--- config.mk ---
export PLATFORM = sky130hd
export DESIGN_NAME = edo_dram_ctrl
export DESIGN_NICKNAME = d
export VERILOG_FILES = /design/src/rtl/edoc_pkg.sv /design/src/rtl/edoc_lane_map.sv /design/src/rtl/edoc_seq.sv /design/src/rtl/edo_dram_ctrl.sv
export SDC_FILE = /design/constraint.sdc
export NUM_CORES = 1
export LEC_CHECK = 0
export BUFFER_PORTS_ARGS = -buffer_cell sky130_fd_sc_hd__buf_2
export CORE_MARGIN = 5
export CORE_UTILIZATION = 55
export CTS_BUF_LIST = sky130_fd_sc_hd__clkbuf_4 sky130_fd_sc_hd__clkbuf_8
export CTS_CLUSTER_SIZE = 28
export DETAILED_ROUTE_END_ITERATION = 10
export MAX_ROUTING_LAYER = met4
export PLACE_DENSITY = 0.88
export SYNTH_ARGS = -nofsm -noshare
export SYNTH_HDL_FRONTEND = slang
export SYNTH_HIERARCHICAL = 1
export SYNTH_SLANG_ARGS = --single-unit
--- constraint.sdc ---
create_clock -name clk -period 7.9 [get_ports clk]
set_clock_uncertainty 0.1 [all_clocks]
set_input_delay 0.395 -clock clk [delete_from_list [all_inputs] [get_ports clk]]
set_output_delay 0.395 -clock clk [all_outputs]
set_load 0.01 [all_outputs]
--- src/rtl/edoc_pkg.sv ---
package edoc_pkg;

  typedef enum logic [2:0] {
    ST_IDLE    = 3'd0,
    ST_ROW     = 3'd1,
    ST_COL     = 3'd2,
    ST_PRE     = 3'd3,
    ST_CBR_CAS = 3'd4,
    ST_CBR_RAS = 3'd5
  } edoc_state_e;

  function automatic int unsigned edoc_max(input int unsigned a, input int unsigned b);
    return (a > b) ? a : b;
  endfunction

endpackage

--- src/rtl/edoc_lane_map.sv ---
module edoc_lane_map #(
  parameter int unsigned P_LANES = 4
) (
  input  logic               side,
  input  logic [P_LANES-1:0] be,
  output logic [3:0]         ras_sel,
  output logic [P_LANES-1:0] cas_sel
);
  localparam int unsigned HALVES    = 2;
  localparam int unsigned SIDES     = 2;
  localparam int unsigned HALF_BYTE = P_LANES / HALVES;

  for (genvar h = 0; h < HALVES; h++) begin : g_half
    for (genvar s = 0; s < SIDES; s++) begin : g_side
      assign ras_sel[h*SIDES + s] = (side == 1'(s)) && (|be[h*HALF_BYTE +: HALF_BYTE]);
    end
  end

  assign cas_sel = be;

endmodule

--- src/rtl/edoc_seq.sv ---
module edoc_seq
  import edoc_pkg::*;
#(
  parameter int unsigned P_RCD     = 1,
  parameter int unsigned P_COL     = 2,
  parameter int unsigned P_PRE     = 3,
  parameter int unsigned P_CSR     = 1,
  parameter int unsigned P_RAS_MIN = 3
) (
  input  logic        clk,
  input  logic        rst_n,
  input  logic        req_valid,
  input  logic        ref_req,
  output edoc_state_e state_q,
  output edoc_state_e state_d,
  output logic        host_go,
  output logic        ref_go,
  output logic        ready
);
  localparam int unsigned LONGEST =
    edoc_max(edoc_max(edoc_max(P_RCD, P_COL), edoc_max(P_PRE, P_CSR)), P_RAS_MIN);
  localparam int unsigned CNT_W = $clog2(LONGEST + 1);

  logic [CNT_W-1:0] cnt_q, cnt_d;
  logic             cnt_done;

  assign cnt_done = (cnt_q == '0);
  assign ready    = (state_q == ST_IDLE) && !ref_req;

  always_comb begin
    state_d = state_q;
    cnt_d   = cnt_done ? cnt_q : cnt_q - 1'b1;
    host_go = 1'b0;
    ref_go  = 1'b0;
    unique case (state_q)
      ST_IDLE: begin
        if (ref_req) begin
          state_d = ST_CBR_CAS;
          cnt_d   = CNT_W'(P_CSR - 1);
          ref_go  = 1'b1;
        end else if (req_valid) begin
          state_d = ST_ROW;
          cnt_d   = CNT_W'(P_RCD - 1);
          host_go = 1'b1;
        end
      end
      ST_ROW: if (cnt_done) begin
        state_d = ST_COL;
        cnt_d   = CNT_W'(P_COL - 1);
      end
      ST_COL: if (cnt_done) begin
        state_d = ST_PRE;
        cnt_d   = CNT_W'(P_PRE - 1);
      end
      ST_PRE: if (cnt_done) state_d = ST_IDLE;
      ST_CBR_CAS: if (cnt_done) begin
        state_d = ST_CBR_RAS;
        cnt_d   = CNT_W'(P_RAS_MIN - 1);
      end
      ST_CBR_RAS: if (cnt_done) begin
        state_d = ST_PRE;
        cnt_d   = CNT_W'(P_PRE - 1);
      end
      default: state_d = ST_IDLE;
    endcase
  end

  always_ff @(posedge clk or negedge rst_n) begin
    if (!rst_n) begin
      state_q <= ST_IDLE;
      cnt_q   <= '0;
    end else begin
      state_q <= state_d;
      cnt_q   <= cnt_d;
    end
  end

endmodule

--- src/rtl/edo_dram_ctrl.sv ---
module edo_dram_ctrl
  import edoc_pkg::*;
#(
  parameter int unsigned P_COL_W       = 11,
  parameter int unsigned P_ROW_W       = 11,
  parameter int unsigned P_DATA_W      = 32,
  parameter int unsigned P_RCD_CYC     = 1,
  parameter int unsigned P_CAC_CYC     = 1,
  parameter int unsigned P_RAC_CYC     = 3,
  parameter int unsigned P_CAS_MIN_CYC = 1,
  parameter int unsigned P_RAS_MIN_CYC = 3,
  parameter int unsigned P_RP_CYC      = 2,
  parameter int unsigned P_RC_CYC      = 6,
  parameter int unsigned P_CSR_CYC     = 1,
  parameter int unsigned P_RAS_MAX_CYC = 500
) (
  input  logic                       clk,
  input  logic                       rst_n,
  input  logic                       req_valid,
  output logic                       req_ready,
  input  logic                       req_write,
  input  logic [P_COL_W+P_ROW_W:0]   req_addr,
  input  logic [P_DATA_W/8-1:0]      req_be,
  input  logic [P_DATA_W-1:0]        req_wdata,
  output logic                       rvalid,
  output logic [P_DATA_W-1:0]        rdata,
  input  logic                       ref_req,
  output logic                       ref_ack,
  output logic [P_COL_W-1:0]         dram_addr,
  output logic [3:0]                 dram_ras_n,
  output logic [P_DATA_W/8-1:0]      dram_cas_n,
  output logic                       dram_we_n,
  output logic [P_DATA_W-1:0]        dram_dq_out,
  output logic                       dram_dq_oe,
  input  logic [P_DATA_W-1:0]        dram_dq_in
);
  localparam int unsigned LANES   = P_DATA_W / 8;
  localparam int unsigned ADDR_W  = P_COL_W + P_ROW_W + 1;
  localparam int unsigned RAC_REM = (P_RAC_CYC > P_RCD_CYC) ? P_RAC_CYC - P_RCD_CYC : 1;
  localparam int unsigned RAS_REM = (P_RAS_MIN_CYC > P_RCD_CYC) ? P_RAS_MIN_CYC - P_RCD_CYC : 1;
  localparam int unsigned COL_CYC =
    edoc_max(edoc_max(P_CAS_MIN_CYC, P_CAC_CYC), edoc_max(RAC_REM, RAS_REM));
  localparam int unsigned RC_REM  =
    (P_RC_CYC > P_RCD_CYC + COL_CYC) ? P_RC_CYC - P_RCD_CYC - COL_CYC : 1;
  localparam int unsigned PRE_CYC = edoc_max(P_RP_CYC, RC_REM);

  // reset: asynchronous assertion, synchronous release
  logic [1:0] rst_sync_q;
  logic       rst_n_s;
  always_ff @(posedge clk or negedge rst_n) begin
    if (!rst_n) rst_sync_q <= 2'b00;
    else        rst_sync_q <= {rst_sync_q[0], 1'b1};
  end
  assign rst_n_s = rst_sync_q[1];

  edoc_state_e state_q, state_d;
  logic        host_go, ref_go;

  edoc_seq #(
    .P_RCD     (P_RCD_CYC),
    .P_COL     (COL_CYC),
    .P_PRE     (PRE_CYC),
    .P_CSR     (P_CSR_CYC),
    .P_RAS_MIN (P_RAS_MIN_CYC)
  ) u_seq (
    .clk       (clk),
    .rst_n     (rst_n_s),
    .req_valid (req_valid),
    .ref_req   (ref_req),
    .state_q   (state_q),
    .state_d   (state_d),
    .host_go   (host_go),
    .ref_go    (ref_go),
    .ready     (req_ready)
  );

  // request holding registers
  logic               wr_q, side_q;
  logic [P_ROW_W-1:0] row_q;
  logic [P_COL_W-1:0] col_q;
  logic [LANES-1:0]   be_q;

  logic               cur_wr, cur_side;
  logic [P_ROW_W-1:0] cur_row;
  logic [P_COL_W-1:0] cur_col;
  logic [LANES-1:0]   cur_be;

  assign cur_wr   = host_go ? req_write                     : wr_q;
  assign cur_side = host_go ? req_addr[ADDR_W-1]            : side_q;
  assign cur_row  = host_go ? req_addr[P_COL_W +: P_ROW_W]  : row_q;
  assign cur_col  = host_go ? req_addr[P_COL_W-1:0]         : col_q;
  assign cur_be   = host_go ? req_be                        : be_q;

  logic [3:0]       ras_sel;
  logic [LANES-1:0] cas_sel;

  edoc_lane_map #(.P_LANES(LANES)) u_lane (
    .side    (cur_side),
    .be      (cur_be),
    .ras_sel (ras_sel),
    .cas_sel (cas_sel)
  );

  // next values of the pin registers, from the next state
  logic [3:0]         ras_n_d;
  logic [LANES-1:0]   cas_n_d;
  logic [P_COL_W-1:0] addr_d;
  logic               we_n_d, oe_d, rd_capture;

  always_comb begin
    ras_n_d = '1;
    cas_n_d = '1;
    we_n_d  = 1'b1;
    oe_d    = 1'b0;
    addr_d  = dram_addr;
    unique case (state_d)
      ST_ROW: begin
        ras_n_d = ~ras_sel;
        addr_d  = P_COL_W'(cur_row);
        we_n_d  = ~cur_wr;
        oe_d    = cur_wr;
      end
      ST_COL: begin
        ras_n_d = ~ras_sel;
        cas_n_d = ~cas_sel;
        addr_d  = cur_col;
        we_n_d  = ~cur_wr;
        oe_d    = cur_wr;
      end
      ST_CBR_CAS: cas_n_d = '0;
      ST_CBR_RAS: begin
        ras_n_d = '0;
        cas_n_d = '0;
      end
      default: ;
    endcase
  end

  assign rd_capture = (state_q == ST_COL) && (state_d == ST_PRE) && !wr_q;

  always_ff @(posedge clk or negedge rst_n_s) begin
    if (!rst_n_s) begin
      wr_q        <= 1'b0;
      side_q      <= 1'b0;
      row_q       <= '0;
      col_q       <= '0;
      be_q        <= '0;
      dram_dq_out <= '0;
      dram_addr   <= '0;
      dram_ras_n  <= '1;
      dram_cas_n  <= '1;
      dram_we_n   <= 1'b1;
      dram_dq_oe  <= 1'b0;
      rvalid      <= 1'b0;
      rdata       <= '0;
      ref_ack     <= 1'b0;
    end else begin
      if (host_go) begin
        wr_q        <= req_write;
        side_q      <= req_addr[ADDR_W-1];
        row_q       <= req_addr[P_COL_W +: P_ROW_W];
        col_q       <= req_addr[P_COL_W-1:0];
        be_q        <= req_be;
        dram_dq_out <= req_wdata;
      end
      if (rd_capture) rdata <= dram_dq_in;
      dram_addr  <= addr_d;
      dram_ras_n <= ras_n_d;
      dram_cas_n <= cas_n_d;
      dram_we_n  <= we_n_d;
      dram_dq_oe <= oe_d;
      rvalid     <= rd_capture;
      ref_ack    <= ref_go;
    end
  end

endmodule

==> run metrics <==
Worst IR Drop VDD=0.000258 V; worst setup path startpoint=u_seq/cnt_q[0]; cell internal power dissipation=1.74 mW; async set or reset register ratio after synthesis=1.00; Clock Power Share=0.218; required arrival time at the worst endpoint=8.08 ns; filler cell count=586; Post-Synthesis Cell Area=4870 sq um; classification of the worst-slack hold path=primary input to flip-flop; number of enable-type register cells in the synthesized netlist=0; shortest period the worst path allows=between 3 and 4 ns; CP Buf/Inv Count=1; Placed Instance Area=~5800 sq um; total power=between 2 and 3 mW; portion of netlist area occupied by mux cells=0.213; GRT Overall Usage=0.207; series of cell instances along the critical path=inv_1 > ha_1 > nand2_1 > o21ai_0 > and4bb_1 > nand3_2 > mux2_1; number of standard cells after synthesis=323; Final Wtd Congestion=0.747; largest stage delay on the critical path=0.63 ns; CTS tree=yes; sum of negative setup slack=0 ns; switching pwr=900 uW; per-cell via count in the routed design=5.21; Setup WS post-layout=4.79 ns; Main synth FF type=dfrtp_1; Die Span X=104 microns; final WL=10.6 mm; static leakage power=3.12 nW; Die Area=10800 sq um; critical-path cell with the highest stage delay=nand3_2; fraction of synthesized cell area in xor and xnor cells=0; synthesized-area fraction occupied by adder cells=0.00770; FP Rows=34; CP Data Arrival Time=3.29 ns; final non-filler cell area=6220 sq um; final worst hold slack=~0.096 ns; number of antenna repair diodes=0; count of maximum capacitance violations=0; basic-gate share of the synthesized area counting and, or, nand and nor cells=0.0591; number of register bits inferred by synthesis=122; Max Clk Rate=321 MHz; global-route congestion overflow total=0; cell family with most CP delay=simple AND/OR/NAND/NOR gates; number of iterations in the first detailed-routing pass=4; Worst Max-Slew Pin Slew=0.819 ns; number of cells after detailed placement=596; max-slew violations=0; CTS root buffer=clkbuf_8; RSZ-0062 raised after global routing=false; maximum root-to-sink buffer count=2; number of top-level design ports=184; leading cell types by count after synthesis=113 x dfrtp_1, 63 x mux2_2, 29 x mux2_1; starting density of the core=0.561; area of all sequential standard cells=3070 sq um; Worst Setup Slack post-DPL=~4.8 ns; P per Cell Area=424 nW/um^2; synthesized area per cell=15.1 sq um; share of Yosys cell area claimed by the top area cell type=0.580; share of the cycle needed by the critical path after routing=0.394; CTS-repair resized insts=0; number of antenna violations at the first check in global routing=0; synthesized netlist net count=422; number of global-route vias before repair=3555; final hold violation count=0; top post-synthesis cells by area=dfrtp_1 58%, mux2_2 15%, mux2_1 6.7%; number of vias after detailed routing=3276; share of post-route cells with drive strength above 1=0.570; number of remaining DRC errors=0; CTS H-tree lvls=4; Warnings, synthesis=6; wire length of the first global-routing pass=17.7 mm; start-to-end type of the worst setup path=flip-flop to flip-flop; Setup Buffers After CTS=0; Critical R2R Launch=u_seq/cnt_q[0]; maximum net fanout on the critical path=33; Num CTS Buffers=17; Clock Sinks=122; Buffers on Ports=183; cell type with the highest aggregate area in the netlist=dfrtp_1; DIE HEIGHT=between 100 and 150 microns; result of the run=complete, no violations; fraction of the yosys area taken by sequential cells=0.629; total area of multi-input combinational cells=1630 sq um; Avg WL per Cell=roughly 17 microns; Startpoint Class=flip-flop; initial drt markers=84; clock edge transition at the registers on the reported setup and hold paths=0.07 ns; HPWL after detailed placement=a little under 8 mm; clock latency on the worst-skew pair=0.41 ns; number of nets in the layout=607; relative slew slack=0.454; library cells used by synthesis=36; complex-gate fraction of the synthesized area=0.0550; start point of the worst hold path=dram_dq_in[14]; area growth from synthesis to final layout=27.8%; fraction of power consumed by combinational cells=0.376; main combinational cell family by area after synthesis=multiplexers; Detail Route Antenna Nets=0; Core Area=slightly below 9000 sq um; most frequently used cell type in the post-synthesis netlist=dfrtp_1; Cell Count, Final, Fillers Out=629; final number of setup-violating endpoints=0; utilization after layout=0.717; power share of the sequential group=0.406; endpoint type of the worst setup path=flip-flop; fraction of power spent switching nets=0.341; pin count of the biggest net entering global routing=69
-- logic make-up (layout without fill, tap and decap cells) --
family / after synthesis / in the layout
flip-flops: 122 / 122
multiplexers: 92 / 92
AND/OR/NAND/NOR: 46 / 46
AO/OA/AOI/OAI: 34 / 34
buffers and inverters: 25 / 223
adder cells (fa/ha/maj): 3 / 3
other: 1 / 1
-- registers in the layout, summed over array words and instances (netlist names), 2 cells and up --
register	count
be_q	4
u_seq/state_q	3
row_q	11
u_seq/cnt_q	2
dram_addr	11
rdata	32
col_q	11
dram_cas_n	4
rst_sync_q	2
dram_ras_n	4
dram_dq_out	32
-- metal layers --
metal  routed length, microns  global-route usage
met1                     4430               0.248
met2                     5290               0.336
met3                      777              0.0664
met4                      133              0.0648
met5                        0                   -
-- power by group through the flow --
stage | Clock, mW | Combinational, mW | Sequential, mW
final | 0.576 | 0.992 | 1.07
after global routing | 0.619 | 1.09 | 1.11
after CTS | 0.590 | 1.01 | 1.07
after detailed placement | 0 | 1.01 | 1.08
after global placement | 0 | 0.962 | 1.06
after floorplan | 0 | 0.585 | 1.15
-- layout make-up --
cell class / count / area share
Timing Repair Buffer: 187 / 0.152
Clock inverter: 13 / 0.0271
Sequential cell: 122 / 0.493
Tap cell: 108 / 0.0217
Clock buffer: 19 / 0.0410
Inverter: 4 / 0.00241
Multi-Input combinational cell: 176 / 0.263
-- worst paths after layout --
kind	endpoint	slack, ns	cells after the start
min in group asynchronous	rst_sync_q[1]	0.21	2
worst max-delay path	rdata[28]	4.79	7
worst min register to register	rst_sync_q[1]	0.26	0
max in group asynchronous	col_q[8]	6.13	1
worst max register to register	rdata[28]	4.79	7
worst min-delay path	rdata[14]	0.1	2
-- timing repair --
| action | 4_1_cts | 5_1_grt |
|---|---|---|
| hold buffers | 1 | 0 |
| endpoints found under the setup margin | 0 | 0 |
| hold endpoints to repair | 2 | 0 |
-- cell usage in the layout (no fill, tap or decap), types with 4 or more instances in the layout --
cell	count
dfstp_2	9
nand2b_1	5
nor2b_1	14
nor2_1	13
mux2_1	29
dfrtp_1	112
a21oi_1	10
clkinvlp_4	7
buf_2	183
clkbuf_8	18
a221o_1	11
mux2_2	63
inv_1	4
Note: power is estimated with default switching activity, not from simulation.
